`src/rtl/priv_csr_file.sv`:
```
module priv_csr_file #(
  parameter int          XLEN           = 64,
  parameter logic [31:0] EXC_DELEG_MASK = 32'h0000_0BFF
) (
  input  logic            clk,
  input  logic            rst_n,
  input  logic [11:0]     csr_addr,
  input  logic            csr_we,
  input  logic [XLEN-1:0] csr_wdata,
  output logic [XLEN-1:0] csr_rdata,
  output logic            csr_illegal
);

  localparam logic [11:0] A_SSTATUS  = 12'h100;
  localparam logic [11:0] A_SIE      = 12'h104;
  localparam logic [11:0] A_STVEC    = 12'h105;
  localparam logic [11:0] A_SSCRATCH = 12'h140;
  localparam logic [11:0] A_SIP      = 12'h144;
  localparam logic [11:0] A_MSTATUS  = 12'h300;
  localparam logic [11:0] A_EDELEG   = 12'h302;
  localparam logic [11:0] A_IDELEG   = 12'h303;
  localparam logic [11:0] A_MIE      = 12'h304;
  localparam logic [11:0] A_MTVEC    = 12'h305;
  localparam logic [11:0] A_UCEN     = 12'h320;
  localparam logic [11:0] A_SCEN     = 12'h321;
  localparam logic [11:0] A_MSCRATCH = 12'h340;
  localparam logic [11:0] A_MIP      = 12'h344;

  localparam logic [XLEN-1:0] IRQ_DELEGABLE = XLEN'(32'h0000_1222);
  localparam logic [XLEN-1:0] IRQ_ALL       = XLEN'(32'h0000_12AA);
  localparam logic [XLEN-1:0] IRQ_SW_PEND   = XLEN'(32'h0000_0022);
  localparam logic [XLEN-1:0] ST_WMASK      = XLEN'(32'h0006_61AA);
  localparam logic [XLEN-1:0] ST_PRIVMASK   = XLEN'(32'h0000_1800);
  localparam logic [XLEN-1:0] ST_SVIEW      = XLEN'(32'h0005_E122);
  localparam logic [XLEN-1:0] EDELEG_MASK   = XLEN'(EXC_DELEG_MASK);
  localparam logic [XLEN-1:0] TVEC_MASK     = ~XLEN'(2'b11);
  localparam logic [XLEN-1:0] SUMMARY_BIT   = XLEN'(1) << (XLEN-1);

  logic [XLEN-1:0] mstatus_q, mip_q, mie_q, mideleg_q, medeleg_q;
  logic [XLEN-1:0] mtvec_q, stvec_q, mscratch_q, sscratch_q;
  logic [2:0]      ucen_q, scen_q;

  function automatic logic [XLEN-1:0] status_merge(input logic [XLEN-1:0] cur,
                                                   input logic [XLEN-1:0] val);
    logic [XLEN-1:0] m;
    m = ST_WMASK;
    if (val[12:11] != 2'b10) m = m | ST_PRIVMASK;
    return (cur & ~m) | (val & m);
  endfunction

  logic            dirty;
  logic [XLEN-1:0] summary;
  assign dirty   = (&mstatus_q[14:13]) | (&mstatus_q[16:15]);
  assign summary = dirty ? SUMMARY_BIT : '0;

  logic [XLEN-1:0] rd;
  logic            hit;

  always_comb begin
    hit = 1'b1;
    rd  = '0;
    case (csr_addr)
      A_SSTATUS:  rd = (mstatus_q & ST_SVIEW) | summary;
      A_SIE:      rd = mie_q & mideleg_q;
      A_STVEC:    rd = stvec_q;
      A_SSCRATCH: rd = sscratch_q;
      A_SIP:      rd = mip_q & mideleg_q;
      A_MSTATUS:  rd = mstatus_q | summary;
      A_EDELEG:   rd = medeleg_q;
      A_IDELEG:   rd = mideleg_q;
      A_MIE:      rd = mie_q;
      A_MTVEC:    rd = mtvec_q;
      A_UCEN:     rd = XLEN'(ucen_q);
      A_SCEN:     rd = XLEN'(scen_q);
      A_MSCRATCH: rd = mscratch_q;
      A_MIP:      rd = mip_q;
      default:    hit = 1'b0;
    endcase
  end

  assign csr_rdata   = rd;
  assign csr_illegal = ~hit;

  always_ff @(posedge clk) begin
    if (!rst_n) begin
      mstatus_q  <= '0;
      mip_q      <= '0;
      mie_q      <= '0;
      mideleg_q  <= '0;
      medeleg_q  <= '0;
      mtvec_q    <= '0;
      stvec_q    <= '0;
      mscratch_q <= '0;
      sscratch_q <= '0;
      ucen_q     <= '0;
      scen_q     <= '0;
    end else if (csr_we) begin
      case (csr_addr)
        A_SSTATUS:  mstatus_q  <= status_merge(mstatus_q,
                                    (mstatus_q & ~ST_SVIEW) | (csr_wdata & ST_SVIEW));
        A_SIE:      mie_q      <= ((mie_q & ~mideleg_q) | (csr_wdata & mideleg_q)) & IRQ_ALL;
        A_STVEC:    stvec_q    <= csr_wdata & TVEC_MASK;
        A_SSCRATCH: sscratch_q <= csr_wdata;
        A_SIP:      mip_q      <= ((mip_q & ~mideleg_q) | (csr_wdata & mideleg_q)) & IRQ_SW_PEND;
        A_MSTATUS:  mstatus_q  <= status_merge(mstatus_q, csr_wdata);
        A_EDELEG:   medeleg_q  <= csr_wdata & EDELEG_MASK;
        A_IDELEG:   mideleg_q  <= csr_wdata & IRQ_DELEGABLE;
        A_MIE:      mie_q      <= csr_wdata & IRQ_ALL;
        A_MTVEC:    mtvec_q    <= csr_wdata & TVEC_MASK;
        A_UCEN:     ucen_q     <= csr_wdata[2:0];
        A_SCEN:     scen_q     <= csr_wdata[2:0];
        A_MSCRATCH: mscratch_q <= csr_wdata;
        A_MIP:      mip_q      <= (mip_q & ~IRQ_SW_PEND) | (csr_wdata & IRQ_SW_PEND);
        default: ;
      endcase
    end
  end

endmodule

```
`config.mk`:
```
export PLATFORM = sky130hd
export DESIGN_NAME = priv_csr_file
export DESIGN_NICKNAME = d
export VERILOG_FILES = /design/src/rtl/priv_csr_file.sv
export SDC_FILE = /design/constraint.sdc
export NUM_CORES = 1
export LEC_CHECK = 0
export BUFFER_PORTS_ARGS = -buffer_cell sky130_fd_sc_hd__buf_2
export CAP_MARGIN = 20
export CORE_UTILIZATION = 40
export CTS_BUF_LIST = sky130_fd_sc_hd__clkbuf_8
export CTS_CLUSTER_DIAMETER = 150
export DETAILED_ROUTE_END_ITERATION = 8
export PLACE_DENSITY_LB_ADDON = 0.25
export SYNTH_ARGS = -nofsm -noshare
export SYNTH_HDL_FRONTEND = slang
export SYNTH_SLANG_ARGS = --single-unit
```
`constraint.sdc`:
```
create_clock -name clk -period 4.55 [get_ports clk]
set_input_delay 1.1375 -clock clk [delete_from_list [all_inputs] [get_ports clk]]
set_output_delay 1.1375 -clock clk [all_outputs]
set_load 0.03 [all_outputs]
```
### Word-level counts from Yosys, hierarchy flattened

Cells that the tools add are included.

| operators by class | value |
|---|---|
| equal/unequal tests | 16 |
| muxes and demuxes | 14 |
| bitwise gates (word level) | 22 |
| reduce and logical (&&, ||, !) cells | 17 |

Operator list:

| kind | number |
|---|---|
| $pmux W64 S14 | 1 |
| $mux W64 | 7 |
| $pmux W64 S2 | 3 |
| $and A64 B64 Y64 | 4 |
| $or A64 B64 Y64 | 3 |
| $and A64 B13 Y64 | 2 |
| $not A64 Y64 | 2 |
| $eq A12 B10 Y1 const B | 9 |
| $or A19 B64 Y64 | 1 |
| $or A64 B19 Y64 | 1 |
| $or A64 B6 Y64 | 1 |
| $eq A12 B9 Y1 const B | 5 |
| $and A13 B13 Y13 | 2 |
| $mux W13 | 2 |
| $reduce_and A2 Y1 | 13 |
| $reduce_or A14 Y1 | 1 |
| $not A13 Y13 | 1 |
| $or A13 B13 Y13 | 1 |
| $and A6 B6 Y6 | 1 |
| $or A6 B6 Y6 | 1 |
| $reduce_bool A2 Y1 | 3 |
| $ne A2 B2 Y1 const B | 2 |
| $mux W1 | 1 |
| $not A1 Y1 | 1 |
| $or A1 B1 Y1 | 1 |

| word-level totals | value |
|---|---|
| bits in registers | 465 |
| bits of input ports | 79 |
| output and inout port bits | 65 |
| logic and storage cells | 80 |

### Depth between registers and ports, before layout

Gate-level depths: netlist (run 1).

| logic depth | value |
|---|---|
| depth after elaboration | 10 |
| gate-level depth with buffers | 8 |
| gate-level depth less buffers | 4 |

### Worst setup path before layout (run 1)

OpenSTA, ideal clock, no wires.

| timing path | value |
|---|---|
| path type | input-to-output |
| start point | input csr_addr[8] |
| end point | output csr_illegal |
| arrival | 2970 ps |
| required time | 3413 ps |
| slack | 443 ps |
| stages on the path | 6 |
| path buffers | 2 |
| path through | or3b_1 clkbuf_1 buf_1 nor2_1 nand3_1 nor4bb_1 |

| between the ends | value |
|---|---|
| cells in the longest elaborated chain, start to end | 4 |
| elaborated cells on any way between the ends | 17 |
| those cells by class | 14 x eq/ne; 1 x mux; 1 x bitwise; 1 x reduce/logical |

RTL lines:

| what | RTL line | text |
|---|---|---|
| start, declared | 7 | `input logic [11:0] csr_addr,` |
| $eq A12 B10 Y1 or $eq A12 B9 Y1 (tied branches) | 62 | `case (csr_addr)` |
| $reduce_or A14 Y1 (no line) (*) | -- |  |
| $mux W1 (*) | 62 |  |
| $not A1 Y1 (*) | 82 | `assign csr_illegal = ~hit;` |
| end, declared | 11 | `output logic csr_illegal` |

Mark *: on every way between the ends. The rest lies on a longest branch, timed or not.

### Worst setup path after layout (run 1)

| timing path | value |
|---|---|
| start point | input csr_addr[5] |
| end point | output csr_rdata[63] |

| between the ends | value |
|---|---|
| cells in the longest elaborated chain, start to end | 2 |
| elaborated cells on any way between the ends | 15 |
| those cells by class | 14 x eq/ne; 1 x mux |

RTL lines:

| what | RTL line | text |
|---|---|---|
| $eq A12 B10 Y1 or $eq A12 B9 Y1 (tied branches) | 62 |  |
| $pmux W64 S14 (*) | 62 |  |
| end, declared | 10 | `output logic [XLEN-1:0] csr_rdata,` |

Marked as above.

==> results_dict.tcl, run 1 <==
set metrics [dict create \
    crit_top_cell "buf_2" \
    synth_cells 1630 \
    die_h_um 181.0 \
    setup_viol 0 \
    vias 12740 \
    ys_seq_elements 292 \
    relSlewSlack_pct 37.44 \
    utilization_pct 46.96 \
    switching_share_pct 23.92 \
    cp_cell_sequence "buf_2, or4_1, nor4_2, buf_4, buf_12, a222oi_1, nand2_1, buf_2" \
    dp_hpwl_um 22890 \
    clkLatencyLatePin_ns 0.56 \
    path_class "in2out" \
    netlist_area_um2 12820 \
    die_area_um2 32770 \
    clock_power_share_pct 46.7 \
    drive_gt1_share_pct 15.96 \
    hold_depth 2 \
    grt_pass1_vias 12120 \
    htree_levels 2 \
    clock_path_buffers 3 \
    fill_cells 3138 \
    rsz0062_at_grt "false" \
    core_um2 31560 \
    area_growth_pct 15.58 \
    final_cell_mix "dfxtp_1, a21oi_1, nand2_1, nand3_1, buf_2" \
    startpoint_type "input port" \
    fp-row-count 65 \
    cellInternalPower_mw 3.976 \
    crit_buf_inv 4 \
    ff2ff_path_depth 4 \
    final_common_cell "dfxtp_1" \
    synth_top_area_share_pct 45.59 \
    final_area_um2 14820 \
    place.gp.congestion 0.9028 \
    grt.overflow.total 0 \
    seqPwrFrac_pct 48.9 \
    critical-path-top-delay-family "simple AND/OR/NAND/NOR gates" \
    postPlaceCellArea_um2 13760 \
    cp.required_ns 3.41 \
    ys.flop_type "dfxtp_1" \
    status "finished, final reports clean" \
    postCtsSetupBuffers 0 \
    numCtsBuffers 49 \
    synth_cell_type_count 46 \
    cp.depth 8 \
    tns_ns 0 \
    wl_per_cell_um 19.32 \
    drt_iter0_markers 1357 \
    p_total_mw 5.227 \
    cts_hold_buf 0 \
    drc 0 \
    skew_ns 0.005050 \
    synth_top_area_cell "dfxtp_1" \
    endpoint_kind "output pin" \
    viasPerCell 5.933 \
    fin_crit_sh_pct 94.36 \
    ios 144 \
    cts_tree "built" \
    syn-mean-instance-area_um2 7.866 \
    clk_root_buffer_cell "clkbuf_8" \
    grt_pass1_wl_um 65690 \
    die_width_um 181.0 \
    hold_viol 0 \
    leakagePower_nw 5.249 \
    drtAntennaViolNets 0 \
    wl_um 41500 \
    irDropWorstVdd_v 0.0002165 \
    initial_utilization_pct 40.63 \
    synth_nets 1709 \
    ys_seq_area_share_pct 45.59 \
    min_path_type "reg2reg" \
    clk_pin_slew_worst_paths_ns 0.06 \
    synth_edf_count 0 \
    drtPass1Iterations 6 \
    fin_nets 1780 \
    cts_resized 0 \
    grt_max_degree 148 \
    portBuffers 143 \
    cts_sinks 292 \
    worstPathArrival_ns 3.16 \
    yosysWarnings 0 \
    min_period_ns 4.293 \
    max_stage_delay_ns 0.69 \
    powerDensity_nw_per_um2 352.7 \
    synthTopCellsByArea "dfxtp_1, a21oi_1, nand3_1" \
    slowest_stage "or4_1" \
    async_reset_ff_share_pct 0 \
    drv_slew 0 \
    max_freq_mhz 232.9 \
    switchingPower_mw 1.250 \
    grt_usage_pct 24.55 \
    tightest_slew_ns 0.9385 \
    maxCapViolCount 0 \
    p_comb_share_pct 4.3 \
    cp_max_fo 52 \
    antenna_found_initial 4 \
]
[registers in the layout (all words and copies together), names as in the netlist, 4 cells and up]
register	cells
mscratch_q	64
mstatus_q	11
mideleg_q	4
mtvec_q	62
sscratch_q	64
mie_q	6
medeleg_q	11
stvec_q	62
[routing by layer]
layer / track usage, % / wire length (um) / share of wire [%] / up-vias
met5: 0 / 0 / 0 / -
met4: 9.525 / 1088 / 2.6 / 0
met3: 3.890 / 3344 / 8.1 / 80
met2: 40.05 / 19250 / 46 / 551
met1: 32.52 / 17820 / 43 / 6094
li1: - / - / - / 6019
[logic make-up after synthesis]
logic type	synth area share, %
AOI/OAI and AO/OA	25.07
buffers and inverters	6.353
DFF	45.59
muxes	1.522
and+or+nand+nor	21.46
[metrics by stage]
step	setup slack, ns	instances	hold slack (ns)
3_3_place_gp	0.2910	2052	0.4380
5_1_grt	0.1038	2147	0.4672
6_report	0.2567	2148	0.4514
3_5_place_dp	0.2729	2052	0.4448
2_1_floorplan	0.4427	1630	0.4227
4_1_cts	0.2699	2144	0.4515
[Yosys cell counts, types with 4 or more instances]
cell / number
mux2_2: 4
a32oi_1: 5
buf_6: 13
clkbuf_1: 111
o21ai_0: 136
dfxtp_1: 292
o211ai_1: 4
inv_1: 10
mux2i_1: 15
nor4b_1: 4
nor2_1: 20
a222oi_1: 17
buf_2: 39
nand3_1: 223
nand4_1: 12
a22oi_1: 104
or4b_1: 4
buf_1: 5
nor4_1: 9
nand3b_1: 6
nor4bb_1: 4
nor3_1: 5
nand2_1: 270
a21oi_1: 286
[worst min-delay path, stage by stage, from the launching register on]
cell,delay (ns)
dfxtp_1,0.31
nand2_1,0.05
a21oi_1,0.05
[area by class of cell]
| cell class | count | area (um2) | area share [%] |
|---|---|---|---|
| antenna | 4 | 10.01 | 0.06755 |
| clock buffer | 60 | 825.8 | 5.573 |
| clock inverter | 32 | 220.2 | 1.486 |
| inverter | 10 | 46.29 | 0.3124 |
| multi-input combinational | 1160 | 6182 | 41.72 |
| sequential | 292 | 5846 | 39.45 |
| tap | 402 | 503.0 | 3.394 |
| timing repair buffer | 188 | 1185 | 7.996 |
[power by group through the flow]
stage                     sequential [mW]  combinational, mW  clock, mW
after floorplan                      2.61              0.112          0
after global placement               2.61              0.223          0
after detailed placement             2.61              0.223          0
after CTS                            2.56              0.223       2.50
after global routing                 2.56              0.241       2.61
final                                2.56              0.227       2.44
[worst paths after layout]
kind                      from             to  slack [ns]
setup / recovery   csr_addr[5]  csr_rdata[63]        0.26
hold / removal     stvec_q[34]    stvec_q[34]        0.45
setup reg to reg  mideleg_q[1]       mie_q[1]        3.46
hold reg to reg    stvec_q[34]    stvec_q[34]        0.45
(Power assumes the default switching activity.)
==> run 2: changes to the inputs <==
Settings changed: RECOVER_POWER set to 100.
==> results_dict.tcl, run 2 (same netlist as run 1, synthesis figures left out) <==
set metrics [dict create \
    status "finished with violations" \
    violations "max-capacitance violations, max-slew violations" \
    area_growth_pct 14.62 \
    path_class "in2out" \
    startpoint "csr_addr[5]" \
    die_h_um 181.0 \
    setup_viol 0 \
    grt.overflow.total 0 \
    critical-path-top-delay-family "simple AND/OR/NAND/NOR gates" \
    drtPass1Iterations 6 \
    cts_tree "built" \
    wl_um 41620 \
    min_path_type "reg2reg" \
    slowest_stage "or4b_1" \
    ios 144 \
    maxCapViolCount 3 \
    powerDensity_nw_per_um2 355.6 \
    drt_iter0_markers 1340 \
    max_stage_delay_ns 0.65 \
    drc 0 \
    regToRegStartpoint "mideleg_q[1]" \
    viasPerCell 5.944 \
    worstPathArrival_ns 3.27 \
    fin_crit_sh_pct 96.78 \
    cp_cell_sequence "clkbuf_1, or4b_1, clkbuf_1, nor3_1, clkbuf_1, a222oi_1, nand2_1, clkbuf_2" \
    final_common_cell "dfxtp_1" \
    utilization_pct 46.57 \
    dp_hpwl_um 22890 \
    irDropWorstVdd_v 0.0002160 \
    drive_gt1_share_pct 14.24 \
    initial_utilization_pct 40.63 \
    startpoint_type "input port" \
    max_freq_mhz 227.1 \
    rsz0062_at_grt "false" \
    postCtsSetupBuffers 0 \
    leakagePower_nw 5.084 \
    fin_cells 2148 \
    fp-row-count 65 \
    grt_max_degree 148 \
    crit_top_cell "clkbuf_1" \
    final_cell_mix "dfxtp_1, a21oi_1, nand2_1, nand3_1, o21ai_0" \
    drv_slew 193 \
    relSlewSlack_pct -21.19 \
    clk_pin_slew_worst_paths_ns 0.05 \
    skew_ns 0.003430 \
    core_um2 31560 \
    tns_ns 0 \
    pre_cts_ws_ns 0.2729 \
    clk_root_buffer_cell "clkbuf_8" \
    min_period_ns 4.404 \
    vias 12770 \
    place.gp.congestion 0.9028 \
    p_total_mw 5.225 \
    portBuffers 143 \
    crit_buf_inv 4 \
    cp_max_fo 9 \
    grt_pass1_wl_um 65690 \
    grt_pass1_vias 12120 \
    die_area_um2 32770 \
    hold_viol 0 \
    wl_per_cell_um 19.37 \
    numCtsBuffers 49 \
    place_inst 2052 \
    cp.required_ns 3.41 \
    clkLatencyLatePin_ns 0.56 \
    tightest_slew_ns 1.818 \
    fin_nets 1780 \
    antenna_found_initial 4 \
    endpoint_kind "output pin" \
    cts_resized 0 \
    htree_levels 2 \
    drtAntennaViolNets 0 \
    clock_path_buffers 3 \
    top_regs "mscratch_q: 64 flops, sscratch_q: 64 flops" \
    finalWorstSetupSlack_ns 0.1463 \
    cts_hold_buf 0 \
    min_from "stvec_q[34]" \
    cts_sinks 292 \
    die_width_um 181.0 \
    grt_usage_pct 24.55 \
]
==> run 2: cell count changes in the layout (fill, tap and decap cells not counted) <==
cell / change
buf_12: -2
clkbuf_2: +47
nor4_4: -2
nor4_1: +3
buf_2: -62
and4_2: -1
clkbuf_1: +26
nor4_2: -1
buf_4: -10
clkbuf_4: +1
and4_1: +1
==> run 2: tightest hold or removal path, cell delays in order (launching register included) <==
cell and delay (ns):
dfxtp_1 0.31, nand2_1 0.05, a21oi_1 0.05
==> run 2: final cells by class <==
class	instances	area (um2)
diodes	4	10.01
clock buffers	60	825.8
clock inverters	32	220.2
fillers	3167	16860
inverters	10	46.29
multi-input cells	1160	6145
flip-flops and latches	292	5846
well taps	402	503.0
repair buffers	188	1100
==> run 2: final timing paths <==
check | to | slack, ns | cells after the start
worst max-delay path | csr_rdata[3] | 0.15 | 8
worst min-delay path | stvec_q[34] | 0.45 | 2
worst max register to register | mie_q[1] | 3.46 | 4
worst min register to register | stvec_q[34] | 0.45 | 2
==> run 2: routing by layer <==
metal  vias up  track usage, %  wire (um)
met2       527           40.05      19270
met5         -               0          0
met1      6123           32.52      18010
met4         0           9.525       1161
li1       6033               -          -
met3        84           3.890       3176
==> run 2: power by group <==
group,switching (mW),total (mW),internal (mW)
combinational,0.175,0.224,0.0491
clock,1.08,2.44,1.37
sequential,0.000139,2.56,2.56
total,1.25,5.23,3.97
==> run 2: stage by stage <==
step           cell area (um2)  hold WS, ns
6_report                 14700       0.4522
5_1_grt                  14690       0.4672
4_1_cts                  14810       0.4515
3_5_place_dp             13760       0.4448
3_3_place_gp             13760       0.4380
2_1_floorplan            12820       0.4227
==> run 3: changes to the inputs <==
Clock period 4.55 ns to 5.33 ns, I/O delays scaled along.
==> results_dict.tcl, run 3 (same netlist as run 1, synthesis figures left out) <==
set metrics [dict create \
    die_area_um2 32770 \
    maxCapViolCount 1 \
    cp.required_ns 4.00 \
    fin_cells 2134 \
    clock_power_share_pct 47.3 \
    postCtsSetupBuffers 0 \
    hold_viol 0 \
    status "finished with violations" \
    ff2ff_path_depth 4 \
    hold_slack_ns 0.4437 \
    top_regs "mscratch_q: 64 flops, sscratch_q: 64 flops" \
    tightest_slew_ns 3.402 \
    finalWorstSetupSlack_ns 0.3658 \
    core_um2 31560 \
    fin_crit_sh_pct 93.14 \
    antenna_found_initial 2 \
    drc 0 \
    violations "max-capacitance violations, max-slew violations" \
    min_period_ns 4.964 \
    ios 144 \
    clkLatencyLatePin_ns 0.57 \
    grt_max_degree 188 \
    crit_top_cell "clkbuf_1" \
    relSlewSlack_pct -126.8 \
    min_path_type "reg2reg" \
    cp_cell_sequence "clkbuf_1, buf_4, nor4b_1, clkbuf_1, and3_1, a21oi_1, o2111ai_1, clkbuf_1" \
    startpoint_type "input port" \
    leakagePower_nw 5.069 \
    max_stage_delay_ns 0.49 \
    drv_slew 188 \
    place_inst 2042 \
    irDropWorstVdd_v 0.0001803 \
    grt_usage_pct 24.99 \
    drive_gt1_share_pct 13.70 \
    path_class "in2out" \
    setup_viol 0 \
    grt_pass1_vias 12270 \
    place.gp.congestion 0.8754 \
    tns_ns 0 \
    numCtsBuffers 52 \
    switching_share_pct 23.89 \
    drtPass1Iterations 6 \
    htree_levels 2 \
    seqPwrFrac_pct 48.5 \
    cellInternalPower_mw 3.429 \
    wl_um 41640 \
    area_growth_pct 14.39 \
    clk_root_buffer_cell "clkbuf_8" \
    cts_hold_buf 0 \
    vias 12690 \
    slowest_stage "and3_1" \
    grt.overflow.total 0 \
    skew_ns 0.006382 \
    portBuffers 143 \
    cts_resized 0 \
    clock_path_buffers 3 \
    final_common_cell "dfxtp_1" \
    fp-row-count 65 \
    initial_utilization_pct 40.63 \
    drtAntennaViolNets 0 \
    viasPerCell 5.945 \
    final_cell_mix "dfxtp_1, a21oi_1, nand2_1, nand3_1, o21ai_0" \
    dp_hpwl_um 23040 \
    die_width_um 181.0 \
    powerDensity_nw_per_um2 307.1 \
    wl_per_cell_um 19.51 \
    cp_max_fo 20 \
    worstPathArrival_ns 3.63 \
    die_h_um 181.0 \
    cts_tree "built" \
    endpoint_kind "output pin" \
    cts_sinks 292 \
    switchingPower_mw 1.076 \
    hold_depth 2 \
    pre_cts_ws_ns 0.5328 \
    drt_iter0_markers 1111 \
    p_total_mw 4.505 \
    rsz0062_at_grt "false" \
    grt_pass1_wl_um 66650 \
    clk_pin_slew_worst_paths_ns 0.05 \
    p_comb_share_pct 4.2 \
    fin_nets 1773 \
    max_freq_mhz 201.4 \
]
run 3: changes by cell type in the layout (fill, tap and decap cells not counted), sizes merged:
cell	previous run	this run
clkinv	4	2
diode	4	2
inv	33	29
clkbuf	134	99
clkinvlp	2	1
buf	114	145
bufinv	3	2
run 3: per-stage QoR:
stage / util [%] / cell area (um2)
2_1_floorplan: - / 12820
3_3_place_gp: 43.30 / 13660
3_5_place_dp: 43.30 / 13660
4_1_cts: 46.69 / 14730
5_1_grt: 46.47 / 14660
6_report: 46.48 / 14670
run 3: area by class of cell:
class	count	area (um2)
Clock buffer	66	908.4
Fill cell	3145	16890
Inverter	10	38.79
Clock inverter	24	162.7
Sequential cell	292	5846
Multi-Input combinational cell	1160	6168
Timing Repair Buffer	178	1035
Antenna cell	2	5.005
Tap cell	402	503.0
run 3: power groups by stage:
stage                     sequential (mW)  clock [mW]  combinational (mW)
final                                2.18        2.13               0.190
after global routing                 2.18        2.27               0.203
after CTS                            2.18        2.17               0.189
after detailed placement             2.23           0               0.189
after global placement               2.23           0               0.189
after floorplan                      2.23           0              0.0954
run 3: path summary, 6_finish.rpt:
| check | start | slack [ns] | end |
|---|---|---|---|
| setup reg to reg | mideleg_q[1] | 4.10 | mie_q[1] |
| hold reg to reg | mstatus_q[12] | 0.44 | mstatus_q[12] |
| hold / removal | mstatus_q[12] | 0.44 | mstatus_q[12] |
| setup / recovery | csr_addr[9] | 0.37 | csr_rdata[5] |
run 3: routing by layer:
metal / global-route usage (%) / share of wire (%)
met5: 0 / 0
met4: 7.695 / 1.9
met3: 3.850 / 6.9
met2: 41.14 / 47
met1: 33.62 / 44
run 3: critical path, delay by kind of cell:
kind,cells,cell delay [ns]
buffers and inverters,4,1.18
and+or+nand+nor,2,0.78
AOI/OAI and AO/OA,2,0.34
